### src/rtl/iabp_pkg.sv
package iabp_pkg;
  typedef enum logic [1:0] {
    MD_EQ0     = 2'b00,
    MD_EITHER  = 2'b01,
    MD_INSIDE  = 2'b10,
    MD_OUTSIDE = 2'b11
  } iabp_mode_e;

  localparam int unsigned VEC_W = 20;
  localparam logic [VEC_W-1:0] IABP_VEC = 20'h01300;

  typedef struct packed {
    iabp_mode_e mode;
    logic       and_sig;
    logic       quiet;
    logic       exc_en;
  } iabp_ctl_t;
endpackage

### src/rtl/iabp_cmp.sv
module iabp_cmp #(
  parameter int unsigned ADDR_W = 32,
  parameter int unsigned IGN_W  = 2
) (
  input  logic [ADDR_W-1:0] ea,
  input  logic [ADDR_W-1:0] bp0,
  input  logic [ADDR_W-1:0] bp1,
  input  iabp_pkg::iabp_mode_e mode,
  output logic eq0,
  output logic eq1,
  output logic cond
);
  import iabp_pkg::*;
  localparam int unsigned W_W = ADDR_W - IGN_W;

  function automatic logic [W_W-1:0] word_of(input logic [ADDR_W-1:0] a);
    return a[ADDR_W-1:IGN_W];
  endfunction

  function automatic logic mode_hit(input iabp_mode_e m, input logic [W_W-1:0] w,
                                    input logic [W_W-1:0] w0, input logic [W_W-1:0] w1);
    unique case (m)
      MD_EQ0:     return w == w0;
      MD_EITHER:  return (w == w0) || (w == w1);
      MD_INSIDE:  return (w > w0) && (w < w1);
      default:    return (w < w0) || (w > w1);
    endcase
  endfunction

  logic [W_W-1:0] w, w0, w1;
  assign w    = word_of(ea);
  assign w0   = word_of(bp0);
  assign w1   = word_of(bp1);
  assign eq0  = (w == w0);
  assign eq1  = (w == w1);
  assign cond = mode_hit(mode, w, w0, w1);
endmodule

### src/rtl/iabp_stretch.sv
module iabp_stretch #(
  parameter int unsigned HOLD = 4
) (
  input  logic clk,
  input  logic rst_n,
  input  logic trig,
  input  logic freeze,
  output logic pin
);
  localparam int unsigned CNT_W = $clog2(HOLD + 1);
  localparam logic [CNT_W-1:0] LOAD = CNT_W'(HOLD);

  logic [CNT_W-1:0] cnt;

  always_ff @(posedge clk) begin
    if (!rst_n)            cnt <= '0;
    else if (freeze)       cnt <= cnt;
    else if (trig)         cnt <= LOAD;
    else if (cnt != '0)    cnt <= cnt - 1'b1;
  end

  assign pin = (cnt != '0);

  AST_RELOAD_FULL: assert property (@(posedge clk) disable iff (!rst_n)
    (trig && !freeze) |=> (cnt == LOAD)) else $error("reload");
  AST_FREEZE_HOLD: assert property (@(posedge clk) disable iff (!rst_n)
    freeze |=> $stable(pin)) else $error("freeze");
  generate
    if (HOLD > 1) begin : g_min
      AST_MIN_WIDTH: assert property (@(posedge clk) disable iff (!rst_n)
        $rose(pin) |=> pin) else $error("width");
    end
  endgenerate
endmodule

### src/rtl/iabp_unit.sv
module iabp_unit #(
  parameter int unsigned ADDR_W = 32,
  parameter int unsigned HOLD   = 4
) (
  input  logic              clk,
  input  logic              rst_n,
  input  logic              cmt_valid,
  input  logic [ADDR_W-1:0] cmt_ea,
  input  logic              bp0_we,
  input  logic              bp1_we,
  input  logic [ADDR_W-1:0] bp_wdata,
  input  logic              ctl_we,
  input  logic [1:0]        ctl_mode,
  input  logic              ctl_and,
  input  logic              ctl_quiet,
  input  logic              ctl_exc_en,
  output logic              wp0_o,
  output logic              wp1_o,
  output logic              exc_req,
  output logic [19:0]       exc_vec
);
  import iabp_pkg::*;
  localparam int unsigned NPIN = 2;

  logic [ADDR_W-1:0] bp0_q, bp1_q;
  iabp_ctl_t         ctl_q;

  always_ff @(posedge clk) begin
    if (!rst_n) begin
      bp0_q <= '0;
      bp1_q <= '0;
      ctl_q <= '{mode: MD_EQ0, and_sig: 1'b0, quiet: 1'b0, exc_en: 1'b0};
    end else begin
      if (bp0_we) bp0_q <= bp_wdata;
      if (bp1_we) bp1_q <= bp_wdata;
      if (ctl_we) ctl_q <= '{mode: iabp_mode_e'(ctl_mode), and_sig: ctl_and,
                             quiet: ctl_quiet, exc_en: ctl_exc_en};
    end
  end

  logic eq0, eq1, cond;
  iabp_cmp #(.ADDR_W(ADDR_W), .IGN_W(2)) u_cmp (
    .ea(cmt_ea), .bp0(bp0_q), .bp1(bp1_q), .mode(ctl_q.mode),
    .eq0(eq0), .eq1(eq1), .cond(cond)
  );

  // named events for assertions
  logic hit_cond, exc_fire;
  logic [NPIN-1:0] trig, pins;
  assign hit_cond = cmt_valid && cond;
  assign exc_fire = hit_cond && ctl_q.exc_en;
  assign trig[0]  = cmt_valid && !ctl_q.and_sig && eq0;
  assign trig[1]  = cmt_valid && (ctl_q.and_sig ? cond : (eq1 && ctl_q.mode != MD_EQ0));

  generate
    for (genvar i = 0; i < NPIN; i++) begin : g_pin
      iabp_stretch #(.HOLD(HOLD)) u_str (
        .clk(clk), .rst_n(rst_n), .trig(trig[i]), .freeze(ctl_q.quiet), .pin(pins[i])
      );
    end
  endgenerate

  assign wp0_o = pins[0];
  assign wp1_o = pins[1];

  always_ff @(posedge clk) begin
    if (!rst_n) exc_req <= 1'b0;
    else        exc_req <= exc_fire;
  end
  assign exc_vec = exc_req ? IABP_VEC : '0;

  AST_EXC_NEEDS_CMT: assert property (@(posedge clk) disable iff (!rst_n)
    exc_req |-> $past(cmt_valid && ctl_q.exc_en)) else $error("exc src");
  AST_VEC_ONLY_REQ: assert property (@(posedge clk) disable iff (!rst_n)
    (exc_vec != '0) |-> (exc_req && exc_vec == 20'h01300)) else $error("vec");
  AST_AND_SILENT0: assert property (@(posedge clk) disable iff (!rst_n)
    ctl_q.and_sig |-> !trig[0]) else $error("and pin0");
  AST_INSIDE_EMPTY: assert property (@(posedge clk) disable iff (!rst_n)
    (ctl_q.mode == MD_INSIDE && bp1_q[ADDR_W-1:2] <= bp0_q[ADDR_W-1:2] + 1'b1
     && bp0_q[ADDR_W-1:2] != '1) |-> !cond) else $error("inside");
  AST_MODE0_NO_PIN1: assert property (@(posedge clk) disable iff (!rst_n)
    (!ctl_q.and_sig && ctl_q.mode == MD_EQ0) |-> !trig[1]) else $error("m0 pin1");
  AST_IDLE_NO_TRIG: assert property (@(posedge clk) disable iff (!rst_n)
    !cmt_valid |-> (trig == '0 && !exc_fire)) else $error("idle");
endmodule

### config.mk
export PLATFORM = sky130hd
export DESIGN_NAME = iabp_unit
export DESIGN_NICKNAME = d
export VERILOG_FILES = /design/src/rtl/iabp_pkg.sv /design/src/rtl/iabp_cmp.sv /design/src/rtl/iabp_stretch.sv /design/src/rtl/iabp_unit.sv
export SDC_FILE = /design/constraint.sdc
export NUM_CORES = 1
export LEC_CHECK = 0
export BUFFER_PORTS_ARGS = -buffer_cell sky130_fd_sc_hd__buf_2
export CORE_ASPECT_RATIO = 2
export CORE_MARGIN = 5
export CORE_UTILIZATION = 61
export CTS_BUF_LIST = sky130_fd_sc_hd__clkbuf_4
export CTS_CLUSTER_SIZE = 10
export DETAILED_ROUTE_END_ITERATION = 6
export PLACE_DENSITY_LB_ADDON = 0.08
export RECOVER_POWER = 25
export SLEW_MARGIN = 20
export SYNTH_ARGS = -nofsm -noshare
export SYNTH_HDL_FRONTEND = slang
export SYNTH_SLANG_ARGS = --single-unit
### constraint.sdc
create_clock -name clk -period 5.7 [get_ports clk]
set_input_delay 0.57 -clock clk [delete_from_list [all_inputs] [get_ports clk]]
set_output_delay 0.57 -clock clk [all_outputs]
set_load 0.01 [all_outputs]
==> results.toml <==
[status]
outcome = "complete, but fails checks"
failed_checks = "max-capacitance violations, max-slew violations"

[timing]
max_freq_ghz = 0.355
fin_setup_tns_ns = 0
final.hold.worst_slack_ns = 0.417
drv_slew = 72
unrepaired_setup_endpoints_after_global_routing = "no"
timing.clock.skew_ns = 0.0133
max_slew_margin_pct = -52.4
min_period_ns = 2.81
timing_worst_slew_pin_value_ns = 2.29
final_min_period_over_clock_period_pct = 49.4
worst_slack_ns = 2.89
timing.final.setup_violations = 0
final-hold-violation-count = 0

[routing]
drt-pass1-iter-count = 4
avgViaCountPerCell = 5.26
drt_iter0_drc = 82
via_count = 3556
detail-route-antenna-nets = 0
routed_wirelength_mm = 9.56
drc = 0
wl_per_cell_um = 14.1

[logic_synthesis]
synth_sequential_area_ratio_pct = 31.3
post-synth-top-area-cell = "sky130_fd_sc_hd__dfxtp_1"
postSynthRegisterBits = 72
dominant_combinational_cell_family_by_area_after_synthesis = "adder cells"
yosys.cell_count.top_type = "sky130_fd_sc_hd__inv_1"
yosys.area_share.simple_pct = 16.5
number_of_instances_in_the_synthesized_netlist = 516
synth_mux_area_share_pct = 14.1
yosys.area_share.adder_pct = 17.4
synthDominantCellAreaShare_pct = 31.3
synth.cell_area_mm2 = 0.00460
synth.lib_cells_used.distinct = 46
synthXorXnorAreaFrac_pct = 0.190
compound_gate_fraction_of_synth_area_pct = 9.73
ys_async_sr_fraction_pct = 0
synthesis.area_per_instance_um2 = 8.92
synth.top_cells.by_area = "sky130_fd_sc_hd__dfxtp_1 31%, sky130_fd_sc_hd__ha_1 17%, sky130_fd_sc_hd__mux2i_1 14%"
ys_warns = 0
synth-edff-count = 0
ys_dominant_reg_cell = "sky130_fd_sc_hd__dfxtp_1"
netlist_top_cells_count = "73 x sky130_fd_sc_hd__inv_1, 72 x sky130_fd_sc_hd__dfxtp_1, 68 x sky130_fd_sc_hd__nor2b_1"

[worst_setup_path]
timing_worst_setup_path_type = "flop to flop"
timing.critical_path.required_ns = 6.00
critPathMaxFanout = 3
cp-end-kind = "flop"
worstSetupStartpointType = "flop"
worst-endpoint-arrival_ns = 3.11

[clocking]
clock_latency_ns = 0.42
hold_buffers = 0
post_cts.repair.setup_buffers = 0
total_number_of_clock_tree_sinks = 72
cts.htree.levels = 3
clk_path_buf_depth = 2
cts.clk_slew.worst_paths_ns = 0.11
cts_resized = 0
cts_tree = "built"
cts_root_buffer = "sky130_fd_sc_hd__clkbuf_4"
cts_buffers = 9

[finish]
layoutNonFillerInstCount = 676
areaGrowthSynthToFinish_pct = 9.41
diodes = 0
finalCoreUtilization_pct = 68.8
nets = 721
drive_gt1_share_pct = 15.8

[floorplan]
die_x_um = 71.4
fp.dieArea_mm2 = 0.00949
io_pins = 98
initial_core_util_pct = 62.9
core-area_mm2 = 0.00732
chip_height_um = 133
core.rowCount = 44

[min_path]
hp-class = "primary input to flop"

[pwr]
p_int_mw = 0.802
p_per_area_mw_per_mm2 = 236
p_leak_nw = 2.36
switchingPower_mw = 0.385
switching_share_pct = 32.4
peakVddDrop_mv = 0.241
power.share.clock_pct = 21.6
power.combinational.fraction_pct = 29.9
power.share.sequential_pct = 48.5

[global_route]
grt_util_met1_pct = 21.0
antenna_violations_before_repair = 0
grt_max_degree = 72
first_global_vias = 3792
grt.overflow.total = 0
gr-max-usage-layer = "met2"
groute.usage.overall_pct = 21.4
wire_length_of_the_first_global_routing_pass_mm = 16.4
grtUsageMet2_pct = 42.1
grt_util_met3_pct = 2.81

[place]
placement.io_buffers = 76
hpwl_mm = 7.63
finalWeightedCongestion = 0.873
pre_cts_slack_ns = 2.57
placed_cells = 663

[job]
cap_violations = 1
==> registers in the layout (all words and copies together), names as in the netlist <==
register / cells
bp0_q: 30
bp1_q: 30
g_pin.u_str.cnt: 6
ctl_q: 5
exc_req: 1
==> placed cells by master (no fill, tap or decap), types with 2 or more instances in the layout <==
cell type,synthesis,final
sky130_fd_sc_hd__a31oi_1,2,2
sky130_fd_sc_hd__ha_1,64,64
sky130_fd_sc_hd__clkbuf_4,0,11
sky130_fd_sc_hd__buf_2,0,75
sky130_fd_sc_hd__nor2b_1,68,68
sky130_fd_sc_hd__nand4_1,11,11
sky130_fd_sc_hd__a21boi_0,3,3
sky130_fd_sc_hd__dfxtp_1,72,72
sky130_fd_sc_hd__a21o_1,3,3
sky130_fd_sc_hd__inv_1,73,73
sky130_fd_sc_hd__conb_1,1,17
sky130_fd_sc_hd__a21oi_1,29,29
sky130_fd_sc_hd__nor3_1,4,4
sky130_fd_sc_hd__and4_1,2,2
sky130_fd_sc_hd__mux2i_1,65,65
sky130_fd_sc_hd__o31a_1,2,2
sky130_fd_sc_hd__clkinv_2,0,2
sky130_fd_sc_hd__or3_1,2,2
sky130_fd_sc_hd__nand2b_1,3,3
sky130_fd_sc_hd__a211oi_1,2,2
sky130_fd_sc_hd__nor2_1,12,12
sky130_fd_sc_hd__a21oi_2,2,2
sky130_fd_sc_hd__nor4_1,2,2
sky130_fd_sc_hd__o21ai_0,11,11
sky130_fd_sc_hd__nand2_1,17,17
sky130_fd_sc_hd__a211o_1,2,2
sky130_fd_sc_hd__nand3_1,8,8
==> power by group through the flow <==
stage	Sequential, mW	Clock, mW	Combinational, mW
floorplan	0.579	0	0.260
global placement	0.585	0	0.336
detailed placement	0.587	0	0.355
CTS	0.576	0.268	0.357
global route	0.581	0.287	0.410
finish	0.576	0.257	0.355
==> critical path: stages (launching register included) <==
cell	delay, ns
sky130_fd_sc_hd__dfxtp_1	0.36
sky130_fd_sc_hd__inv_1	0.05
sky130_fd_sc_hd__ha_1	0.31
sky130_fd_sc_hd__a21oi_2	0.14
sky130_fd_sc_hd__o21ai_1	0.08
sky130_fd_sc_hd__a221o_1	0.37
sky130_fd_sc_hd__a2111o_1	0.44
sky130_fd_sc_hd__or2_0	0.21
sky130_fd_sc_hd__o211a_1	0.27
sky130_fd_sc_hd__a21bo_1	0.22
sky130_fd_sc_hd__o221a_1	0.24
==> worst paths after layout <==
| path | from | endpoint | slack (ns) | cells after the start |
|---|---|---|---|---|
| min | bp_wdata[17] | bp0_q[17] | 0.42 | 3 |
| max | bp1_q[19] | g_pin[1].u_str.cnt[0] | 2.89 | 10 |
| max reg2reg | bp1_q[19] | g_pin[1].u_str.cnt[0] | 2.89 | 10 |
| min reg2reg | ctl_q[0] | exc_req | 0.44 | 2 |
==> routing by layer <==
layer / part of all wire (%) / vias up
met2: 59 / 66
met5: 0 / -
met4: 2.1 / 0
met1: 35 / 1640
li1: - / 1835
met3: 3.8 / 15
==> stage by stage <==
stage                     power (mW)  cell area (µm²)
after floorplan                0.839             4660
after global placement         0.921             4940
after detailed placement       0.942             4940
after CTS                       1.20             5040
after global routing            1.28             5030
final                           1.19             5030
==> cell families (layout without fill, tap and decap cells) <==
group           count (synthesis)  after routing
compound gates                 70             70
xor+xnor                        1              1
fa+ha+maj                      64             64
buf+inv                       110            162
flops                          72             72
mux                            65             65
other cells                     1             17
simple gates                  133            133
==> final cells by class <==
type	instances	area, µm²
clock inverter	2	10.0
timing repair buffer	76	379
sequential	72	1440
multi-input combinational	350	2730
inverter	73	274
tap	92	115
clock buffer	11	82.6
fill	639	2290
Power figures use the tool's default switching activity.
